### src/rtl/halt_pkg.sv
package halt_pkg;

    typedef enum logic [1:0] {
        CAUSE_NONE  = 2'b00,
        CAUSE_FAULT = 2'b01,
        CAUSE_BRKPT = 2'b10,
        CAUSE_HALTI = 2'b11
    } halt_cause_e;

    typedef struct packed {
        logic fault;
        logic brk_due;
        logic instr_ok;
        logic instr_bad;
    } halt_req_t;

    function automatic logic instr_permitted(input logic user, input logic uhe);
        return !user || uhe;
    endfunction

    function automatic halt_cause_e pick_cause(input halt_req_t r);
        if (r.fault)         return CAUSE_FAULT;
        else if (r.brk_due)  return CAUSE_BRKPT;
        else if (r.instr_ok) return CAUSE_HALTI;
        else                 return CAUSE_NONE;
    endfunction

endpackage

### src/rtl/hc_brk_pending.sv
module hc_brk_pending #(
    parameter int HWBP_N = 4
) (
    input  logic              clk,
    input  logic              rst,
    input  logic [HWBP_N-1:0] hwbp_req,
    input  logic              pin_req,
    input  logic              halted,
    input  logic              take,
    output logic              pending
);
    localparam int SRC_N = HWBP_N + 1;

    logic [SRC_N-1:0] src_req;
    logic [SRC_N-1:0] sticky_q;

    assign src_req = {pin_req, hwbp_req};

    for (genvar i = 0; i < SRC_N; i++) begin : g_src
        always_ff @(posedge clk) begin
            if (rst || take) begin
                sticky_q[i] <= 1'b0;
            end else if (!halted && src_req[i]) begin
                sticky_q[i] <= 1'b1;
            end
        end
    end

    assign pending = |sticky_q;

    AST_PEND_HOLD: assert property (@(posedge clk) disable iff (rst)
        pending && !take |=> pending);
    AST_PEND_CLEAR: assert property (@(posedge clk) disable iff (rst)
        take |=> !pending);
    AST_PEND_NO_SET_HALTED: assert property (@(posedge clk) disable iff (rst)
        halted && !pending |=> !pending);
endmodule

### src/rtl/hc_arbiter.sv
module hc_arbiter
    import halt_pkg::*;
(
    input  logic        fault,
    input  logic        pending,
    input  logic        boundary,
    input  logic        halt_insn,
    input  logic        user_mode,
    input  logic        user_halt_en,
    input  logic        halted,
    output halt_cause_e cause_next,
    output logic        take,
    output logic        priv_req
);
    halt_req_t   req;
    halt_cause_e winner;
    logic        permit;

    always_comb begin
        permit        = instr_permitted(user_mode, user_halt_en);
        req.fault     = fault;
        req.brk_due   = pending && boundary;
        req.instr_ok  = halt_insn && permit;
        req.instr_bad = halt_insn && !permit;
        winner        = pick_cause(req);
        take          = !halted && (winner != CAUSE_NONE);
        cause_next    = take ? winner : CAUSE_NONE;
        priv_req      = !halted && req.instr_bad && (winner == CAUSE_NONE);
    end
endmodule

### src/rtl/hc_run_state.sv
module hc_run_state
    import halt_pkg::*;
(
    input  logic        clk,
    input  logic        rst,
    input  logic        take,
    input  halt_cause_e cause_next,
    input  logic        priv_req,
    input  logic        go,
    output logic        halted,
    output halt_cause_e cause,
    output logic        priv_viol,
    output logic        resume,
    output logic        resume_sel
);
    always_ff @(posedge clk) begin
        if (rst) begin
            halted     <= 1'b0;
            cause      <= CAUSE_NONE;
            priv_viol  <= 1'b0;
            resume     <= 1'b0;
            resume_sel <= 1'b0;
        end else begin
            priv_viol  <= 1'b0;
            resume     <= 1'b0;
            resume_sel <= 1'b0;
            if (halted) begin
                if (go) begin
                    halted     <= 1'b0;
                    cause      <= CAUSE_NONE;
                    resume     <= 1'b1;
                    resume_sel <= (cause == CAUSE_HALTI);
                end
            end else if (take) begin
                halted <= 1'b1;
                cause  <= cause_next;
            end else begin
                priv_viol <= priv_req;
            end
        end
    end

    AST_RESUME_ONLY_FROM_HALT: assert property (@(posedge clk) disable iff (rst)
        !halted && !resume |=> !resume);
    AST_GO_RELEASES: assert property (@(posedge clk) disable iff (rst)
        halted && go |=> !halted && resume);
    AST_CAUSE_HELD: assert property (@(posedge clk) disable iff (rst)
        halted && !go |=> halted && $stable(cause));
    AST_RUN_NO_CAUSE: assert property (@(posedge clk) disable iff (rst)
        !halted |-> cause == CAUSE_NONE);
endmodule

### src/rtl/halt_ctrl.sv
module halt_ctrl
    import halt_pkg::*;
#(
    parameter int HWBP_N = 4
) (
    input  logic              clk,
    input  logic              rst,
    input  logic              fof_i,
    input  logic [HWBP_N-1:0] hwbp_req_i,
    input  logic              brk_pin_i,
    input  logic              insn_boundary_i,
    input  logic              halt_insn_i,
    input  logic              user_mode_i,
    input  logic              user_halt_en_i,
    input  logic              go_i,
    output logic              halted_o,
    output logic [1:0]        halt_cause_o,
    output logic              priv_viol_o,
    output logic              resume_o,
    output logic              resume_sel_o
);
    logic        pending;
    logic        take;
    logic        priv_req;
    halt_cause_e cause_next;
    halt_cause_e cause_q;

    hc_brk_pending #(.HWBP_N(HWBP_N)) u_pend (
        .clk      (clk),
        .rst      (rst),
        .hwbp_req (hwbp_req_i),
        .pin_req  (brk_pin_i),
        .halted   (halted_o),
        .take     (take),
        .pending  (pending)
    );

    hc_arbiter u_arb (
        .fault        (fof_i),
        .pending      (pending),
        .boundary     (insn_boundary_i),
        .halt_insn    (halt_insn_i),
        .user_mode    (user_mode_i),
        .user_halt_en (user_halt_en_i),
        .halted       (halted_o),
        .cause_next   (cause_next),
        .take         (take),
        .priv_req     (priv_req)
    );

    hc_run_state u_state (
        .clk        (clk),
        .rst        (rst),
        .take       (take),
        .cause_next (cause_next),
        .priv_req   (priv_req),
        .go         (go_i),
        .halted     (halted_o),
        .cause      (cause_q),
        .priv_viol  (priv_viol_o),
        .resume     (resume_o),
        .resume_sel (resume_sel_o)
    );

    assign halt_cause_o = cause_q;

    AST_FAULT_HALTS: assert property (@(posedge clk) disable iff (rst)
        !halted_o && fof_i |=> halted_o && halt_cause_o == 2'b01);
    AST_BRK_AT_BOUNDARY: assert property (@(posedge clk) disable iff (rst)
        !halted_o && !fof_i && pending && insn_boundary_i
        |=> halted_o && halt_cause_o == 2'b10);
    AST_NO_STOP_OFF_BOUNDARY: assert property (@(posedge clk) disable iff (rst)
        !halted_o && !fof_i && !insn_boundary_i && !halt_insn_i |=> !halted_o);
    AST_HALT_PERMITTED: assert property (@(posedge clk) disable iff (rst)
        !halted_o && !fof_i && !(pending && insn_boundary_i) && halt_insn_i
        && (!user_mode_i || user_halt_en_i) |=> halted_o && halt_cause_o == 2'b11);
    AST_PRIV_REFUSED: assert property (@(posedge clk) disable iff (rst)
        !halted_o && !fof_i && !(pending && insn_boundary_i) && halt_insn_i
        && user_mode_i && !user_halt_en_i |=> priv_viol_o && !halted_o);
    AST_PRIV_ONLY_WHEN_UNUSED: assert property (@(posedge clk) disable iff (rst)
        priv_viol_o |-> !halted_o);
endmodule

### config.mk
export PLATFORM = sky130hd
export DESIGN_NAME = halt_ctrl
export DESIGN_NICKNAME = d
export VERILOG_FILES = /design/src/rtl/halt_pkg.sv /design/src/rtl/hc_brk_pending.sv /design/src/rtl/hc_arbiter.sv /design/src/rtl/hc_run_state.sv /design/src/rtl/halt_ctrl.sv
export SDC_FILE = /design/constraint.sdc
export NUM_CORES = 1
export LEC_CHECK = 0
export BUFFER_PORTS_ARGS = -buffer_cell sky130_fd_sc_hd__buf_2
export CORE_AREA = 2 2 39 41
export CTS_CLUSTER_DIAMETER = 50
export CTS_CLUSTER_SIZE = 16
export DETAILED_ROUTE_END_ITERATION = 7
export DIE_AREA = 0 0 41 43
export SYNTH_ARGS = -nofsm -noshare
export SYNTH_HDL_FRONTEND = slang
export SYNTH_SLANG_ARGS = --single-unit
### constraint.sdc
create_clock -name clk -period 1.6 [get_ports clk]
set_clock_uncertainty 0.1 [all_clocks]
set_input_delay 0.16 -clock clk [delete_from_list [all_inputs] [get_ports clk]]
set_output_delay 0.16 -clock clk [all_outputs]
set_load 0.02 [all_outputs]
* Word level (Yosys, flattened, before mapping) *
Cells that the tools add are included.

operators by class
  equal/unequal tests = 2
  mux-type cells = 10
  bitwise operators = 2
  reductions and logical operators = 24

operators with widths
  cell                                        number
  two-way mux 2 bit                           6
  logical AND 1 bit                           11
  OR reduction 3 bit                          2
  OR reduction 5 bit                          1
  two-way mux 1 bit                           4
  nonzero test 2 bit                          2
  zero test 1 bit                             3
  equality test 2 bit, second input constant  1
  zero test 2 bit                             1
  logical OR 1 bit                            2
  != test 2 bit, second input constant        1
  inverter 1 bit                              2
  AND reduction 2 bit                         1
  OR reduction 2 bit                          1

storage, ports and cells
  register bits = 11
  bits of input ports = 13
  logic and storage cells = 48

* Depth between registers and ports, before layout *
Gate-level depths: netlist of the first run.

  word-level depth = 10
  depth in mapped cells = 4

* Hierarchy *
Synthesis of the first run repeated with hierarchy kept, for this count alone.

unflattened totals
  cells, all modules = 53
  area total of the unflattened synthesis = 509.2 um^2

by module, submodules not included
  module          times used  cells an instance  area an instance (um^2)  sequential area each (um^2)
  hc_run_state    1           20                 224.0                    120.1
  hc_brk_pending  1           23                 212.7                    100.1
  hc_arbiter      1           10                 72.6                     0.0

* Worst setup path after synthesis of the first run *
Ideal clock, no wire load.

  kind = flip-flop to flip-flop
  start = register u_pend.sticky_q[4]
  end = register u_state.cause[0]
  setup time = 0.060 ns
  arrival time = 1.180 ns
  path slack = 0.260 ns
  stages on the path, launching flop included = 5
  path buffers = 0
  period minus slack after synthesis = 1.340 ns
  cells stage by stage = dfxtp_1 -> or3_4 -> or3_1 -> nand2_1 -> o311a_1

between the ends
  cells in the longest elaborated chain, start to end = 8
  elaborated cells on any way between the ends = 10
  classes of those cells = mux: 4; reduce/logical: 6

ends and longest elaborated chain
  what                                  RTL line              text
  from (decl)                           hc_brk_pending.sv:15  logic [SRC_N-1:0] sticky_q;
  from (signal, indexed assignment)     hc_brk_pending.sv:22  sticky_q[i] <= 1'b0;
  from (signal, indexed assignment)     hc_brk_pending.sv:24  sticky_q[i] <= 1'b1;
  OR reduction 5 bit (*)                hc_brk_pending.sv:29  assign pending = |sticky_q;
  logical AND 1 bit (*)                 hc_arbiter.sv:22      req.brk_due = pending && boundary;
  two-way mux 2 bit (*)                 halt_pkg.sv:23        else if (r.brk_due) return CAUSE_BRKPT;
  two-way mux 2 bit (*)                 halt_pkg.sv:22        if (r.fault) return CAUSE_FAULT;
  nonzero test 2 bit                    hc_arbiter.sv:26      take = !halted && (winner != CAUSE_NONE);
  logical AND 1 bit                     hc_arbiter.sv:26
  nonzero test 2 bit (no source line)   --
  AND reduction 2 bit (no source line)  --
  to (signal assigned)                  hc_run_state.sv:36    cause <= cause_next;
  to (decl)                             hc_run_state.sv:11    output halt_cause_e cause,

Mark *: on every way between the ends. The rest lies on a longest branch, timed or not. The select of a mux whose other input is x is not followed.
A chain may end at the register's enable or synchronous reset.

* Final worst setup path of the first run *
  start = register u_pend.sticky_q[4]
  end = register u_pend.sticky_q[0]

between the ends
  cells in the longest elaborated chain, start to end = 7

ends and longest elaborated chain
  what                RTL line              text
  OR reduction 5 bit  hc_brk_pending.sv:29
  logical AND 1 bit   hc_arbiter.sv:22
  two-way mux 2 bit   halt_pkg.sv:23
  two-way mux 2 bit   halt_pkg.sv:22
  nonzero test 2 bit  hc_arbiter.sv:26
  logical AND 1 bit   hc_arbiter.sv:26
  logical OR 1 bit    hc_brk_pending.sv:21  if (rst || take) begin

Every way passes these cells.

==> metrics.md, run 1 <==
| Metric | Value |
|---|---|
| I/O Pins | 19 |
| FF-to-FF setup slack | 0.15 ns |
| Startpoint Class | flip-flop |
| Cell Rows | 14 |
| Min-Delay Path Class | in2reg |
| DRT iter0 DRCs | 0 |
| Worst Path Buf+Inv | 1 |
| Syn_nets | 61 |
| Remaining DRCs | 0 |
| Yosys top cell by area | dfxtp_1 |
| Vias in the first global route | 398 |
| Outcome | finished clean |
| Post-CTS Hold Buffers | 0 |
| DR WL/cell | 11.3 um |
| CTS max path bufs | 2 |
| Metal-1 WL | 446 um |
| Initial antenna violation count | 0 |
| Num CTS Buffers | 3 |
| Number of flops mapped to enable cells by yosys | 0 |
| Power Density | 1080 nW/um2 |
| Worst path required time | 1.69 ns |
| RSZ-0062 raised after global routing | false |
| CP max stage delay | 0.39 ns |
| Slowest cell on the critical path | or3_4 |
| Die width | 41 um |
| I/O Buffers | 18 |
| Crit path cell chain | or3_4 > nor3_1 > a221oi_1 > buf_4 > nor3_1 |
| Top sig layer | met4 |
| Post-Syn Area | 427 um2 |
| Met2 wire length | 422 um |
| Endpoints failing setup | 0 |
| First-pass GRT wire length | 1570 um |
| DIE HEIGHT | 43 um |
| Pleak | 0.260 nW |
| Top cell type's share of synthesized area | 51.6% |
| Post-CTS setup buffer count | 0 |
| Total GRT Usage | 13.6% |
| Ant. Diodes | 0 |
| Critical Path Source | u_pend.sticky_q[4] |
| Top delay family on crit path | simple AND/OR/NAND/NOR gates |
| Arr. time, crit path | 1.53 ns |
| Worst vdd ir | 384 uV |
| FF+latch count, synth | 11 |
| Synth top area cells | dfxtp_1, a21oi_1, nor3_1 |
| Ys async rst share | 0% |
| # clock sinks | 11 |
| Worst Path Max Fanout | 5 |
| Worst path depth | 5 |
| Final WL | 963 um |
| Power Total | 0.611 mW |
| Dpl hpwl | 726 um |
| Drt first pass iters | 1 |
| Fmax achieved | 691 MHz |
| Gpl congestion | 0.736 |
| Reg2Reg Capture Point | u_pend.sticky_q[0] |
| PostCTS Resize Cnt | 0 |
| Top-count cell post-synth | dfxtp_1 |
| Final ANT Viol Nets | 0 |
| Worst r2r src | u_pend.sticky_q[4] |
| Area Overhead vs Synth | 32.0% |
| Tmin final | 1.45 ns |
| Sequential share of the synthesized area | 51.6% |
| Critical path class | reg2reg |
| WL met3 | 68 um |
| Slew @ Worst Pin | 0.265 ns |
| Slew Limit Fails | 0 |
| Max-cap viol count | 0 |
| Starting density of the core | 30.8% |
| R2R depth | 5 |
| Final-stage net count | 83 |
| Setup crit end kind | flip-flop |
| Largest net degree at the start of global routing | 10 |
| Yosys synthesis warning count | 0 |
| CTS Root Cell | clkbuf_4 |
| Vias post-DR | 425 |
| Synth cell types | 19 |
| Fraction of layout cells with a size suffix above 1 | 33.3% |
| CTS tree | yes |
| Die area | 1760 um2 |
| GRT Residual Overflow | 0 |
| Slew HR | 82.2% |
| Avg Cell Area, Syn | 8.89 um2 |
| Capture point of the worst path | u_pend.sticky_q[0] |
| Core area | 1380 um2 |
| Vias per cell | 5.00 |
| Setup TNS | 0 ns |
| Worst skew pair latency | 0.26 ns |
| CTS clk-pin slew, worst paths | 0.06 ns |
| Htree depth | 1 |
| Final Cycle Share | 90.4% |
| Prevailing post-synth register cell | dfxtp_1 |
| Synth cell count leaders | dfxtp_1, a21oi_1, nor3_1 |
| Synth Instances | 48 |
| Most used cell, CP | nor3_1 |
| Hold violation total from the final report | 0 |
==> logic make-up (layout without fill, tap and decap cells) <==
group	count (synthesis)	in the layout	share of synthesized area, %
AOI/OAI and AO/OA	14	14	21.1
buffers and inverters	3	24	2.64
and+or+nand+nor	20	20	24.6
DFF	11	11	51.6
==> flip-flops by register name, indices dropped and copies added (netlist names) <==
signal,flops
u_state.priv_viol,1
u_state.cause,2
u_state.halted,1
u_state.resume_sel,1
u_pend.sticky_q,5
u_state.resume,1
==> metal layers <==
metal | up-vias | track usage [%]
met3 | 4 | 4.19
li1 | 222 | -
met5 | - | 0
met2 | 16 | 18.4
met4 | 0 | 12.0
met1 | 183 | 16.2
==> stage by stage <==
stage	util, %	hold slack (ns)	instance area [um2]	setup slack, ns	std cells
after CTS	40.7	0.0145	563	0.135	85
after detailed placement	38.8	0.297	537	0.143	81
after floorplan	-	0.148	427	0.260	48
after global routing	40.7	0.0108	563	0.000260	85
after global placement	38.8	0.297	537	0.200	81
final	40.7	0.0316	563	0.153	85
==> cells in the final DEF, fill, tap and decap left out <==
cell       n
o21ai_0    1
clkbuf_4   3
clkbuf_1   1
nor3_1     7
nand2_1    5
o311a_1    1
dfxtp_1   11
or3_4      1
buf_2     18
inv_1      1
a32o_1     1
buf_4      1
nand4b_1   1
nor2_1     2
nand3_1    1
and3_1     1
o21bai_1   1
or3_1      1
nand2b_1   1
a221oi_1   1
o31a_1     1
a21oi_1    8
==> report_power, final <==
part | internal (mW) | switching, mW | leakage (nW)
logic | 0.0558 | 0.0630 | 0.154
clock network | 0.0964 | 0.0861 | 0.0150
registers | 0.293 | 0.0163 | 0.0902
==> final cells by class <==
cell class | count | area [um2]
Fill cell | 153 | 821
Sequential cell | 11 | 220
Multi-Input combinational cell | 34 | 195
Timing Repair Buffer | 19 | 97.6
Clock buffer | 4 | 26.3
Tap cell | 16 | 20.0
Inverter | 1 | 3.75
==> worst min path at each step <==
stage	start	endpoint	slack, ns	cells past startpoint
after floorplan	insn_boundary_i	u_state.priv_viol	0.15	1
after global placement	insn_boundary_i	u_state.priv_viol	0.30	2
after detailed placement	insn_boundary_i	u_state.priv_viol	0.30	2
after CTS	insn_boundary_i	u_state.priv_viol	0.01	2
after global routing	insn_boundary_i	u_state.priv_viol	0.01	2
final	insn_boundary_i	u_state.priv_viol	0.03	2
No activity file was read; power rests on OpenSTA's default activity.
==> run 2, diff against run 1 <==
==> constraint.sdc (replaced) <==
create_clock -name clk -period 1.6 [get_ports clk]
set_clock_uncertainty 0.1 [all_clocks]
set_input_delay 0.08 -clock clk [delete_from_list [all_inputs] [get_ports clk]]
set_output_delay 0.08 -clock clk [all_outputs]
set_load 0.02 [all_outputs]
==> metrics.md, run 2 (synthesized netlist as in run 1, its figures left out) <==
| Metric | Value |
|---|---|
| Biggest registers after layout | u_pend.sticky_q: 5 flops, u_state.cause: 2 flops |
| Worst Path Max Fanout | 5 |
| Slew HR | 82.2% |
| CTS Root Cell | clkbuf_4 |
| Vias in the first global route | 434 |
| Starting density of the core | 30.8% |
| Largest net degree at the start of global routing | 10 |
| Gpl congestion | 0.736 |
| DRT iter0 DRCs | 1 |
| Final ANT Viol Nets | 0 |
| Fillers | 148 |
| Initial antenna violation count | 0 |
| Critical path class | reg2reg |
| DIE HEIGHT | 43 um |
| Remaining DRCs | 0 |
| Num CTS Buffers | 3 |
| Final instance area | 643 um2 |
| DR WL/cell | 11.0 um |
| Cell Area, Placed | 537 um2 |
| Arr. time, crit path | 1.54 ns |
| Max FFs per register | 5 |
| Pleak | 0.293 nW |
| Sequential share of power | 49.2% |
| Hold wc startpoint | hwbp_req_i[3] |
| Drt first pass iters | 3 |
| I/O Pins | 19 |
| Dpl hpwl | 726 um |
| Startpoint Class | flip-flop |
| Area Overhead vs Synth | 50.7% |
| Max-cap viol count | 0 |
| Pre-CTS WS | 0.143 ns |
| Slew Limit Fails | 0 |
| CTS max path bufs | 2 |
| Setup ws final | 0.153 ns |
| Commonest non-fill, non-tap cell in the layout | buf_2 |
| Final Util | 46.5% |
| Multi-input gate area | 195 um2 |
| Sw power | 0.170 mW |
| Clock power frac | 29.5% |
| Total GRT Usage | 14.2% |
| Worst path required time | 1.69 ns |
| Vias post-DR | 458 |
| Worst vdd ir | 387 uV |
| Ant. Diodes | 0 |
| Comb pwr share | 21.3% |
| Core area | 1380 um2 |
| Endpoints failing setup | 0 |
| Cell Rows | 14 |
| Final Cycle Share | 90.4% |
| First-pass GRT wire length | 1650 um |
| CTS tree | yes |
| Final-stage net count | 91 |
| Final WL | 1030 um |
| Worst r2r src | u_pend.sticky_q[4] |
| Fmax achieved | 691 MHz |
| Die width | 41 um |
| Fraction of layout cells with a size suffix above 1 | 29.9% |
| Sw Ratio | 27.1% |
| Htree depth | 1 |
| Power Density | 978 nW/um2 |
| GRT Residual Overflow | 0 |
| RSZ-0062 raised after global routing | false |
| Tmin final | 1.45 ns |
| Vias per cell | 4.92 |
| FF+latch area | 220 um2 |
| Die area | 1760 um2 |
| # clock sinks | 11 |
| Hold violation total from the final report | 0 |
| Commonest non-fill, non-tap cells in the layout | buf_2, dfxtp_1, a21oi_1, dlygate4sd3_1, nor3_1 |
| Outcome | finished clean |
| Min-Delay Path Class | in2reg |
| Post-CTS setup buffer count | 0 |
| CTS clk-pin slew, worst paths | 0.07 ns |
| I/O Buffers | 18 |
| Setup TNS | 0 ns |
| Setup crit end kind | flip-flop |
| Critical Path Source | u_pend.sticky_q[4] |
| Slew @ Worst Pin | 0.265 ns |
| Worst skew pair latency | 0.27 ns |
| Internal | 0.458 mW |
| Most flop-heavy register | u_pend.sticky_q |
run 2: area by class of cell:
cell class                 instances  share of cell area [%]
sequential                        11                    34.2
multi-input combinational         34                    30.4
clock buffer                       4                    4.09
inverter                           1                   0.584
tap                               16                    3.11
timing repair buffer              27                    27.6
run 2: final timing paths:
kind         slack, ns  depth (start not counted)                 end
max               0.15                          5  u_pend.sticky_q[0]
min              0.001                          3  u_pend.sticky_q[3]
max reg2reg       0.15                          5  u_pend.sticky_q[0]
min reg2reg       0.40                          1  u_state.resume_sel
run 2: worst max-delay path: stages, from the launching register on:
cell      delay, ns
dfxtp_1        0.31
or3_4          0.39
nor3_1         0.14
a221oi_1       0.10
buf_4          0.17
nor3_1         0.16
run 2: what timing repair did:
| action | in CTS | in global routing |
|---|---|---|
| hold buffers | 8 | 0 |
| gates resized for setup | 0 | 0 |
| endpoints found under the hold margin | 7 | 0 |
run 2: per-stage QoR:
step	total power, mW	hold WS, ns	instances
after global placement	0.433	0.217	81
after global routing	0.674	0.0208	93
after detailed placement	0.434	0.217	81
after floorplan	0.389	0.0682	48
after CTS	0.636	0.0108	93
final	0.629	0.00140	93
run 2: routing by layer:
layer  vias up  wire length, um  part of all wire, %  track usage [%]
met3         5               73                  7.1             4.19
li1        237                -                    -                -
met2        17              461                   45             20.9
met4         0               38                  3.7             12.0
met5         -                0                    0                0
met1       199              451                   44             15.5
run 2: power by group through the flow:
| stage | clock network, mW | logic (mW) | registers (mW) |
|---|---|---|---|
| 2_1_floorplan | 0 | 0.0686 | 0.320 |
| 3_3_place_gp | 0 | 0.117 | 0.315 |
| 3_5_place_dp | 0 | 0.119 | 0.316 |
| 4_1_cts | 0.192 | 0.135 | 0.309 |
| 5_1_grt | 0.211 | 0.150 | 0.312 |
| 6_report | 0.185 | 0.134 | 0.309 |
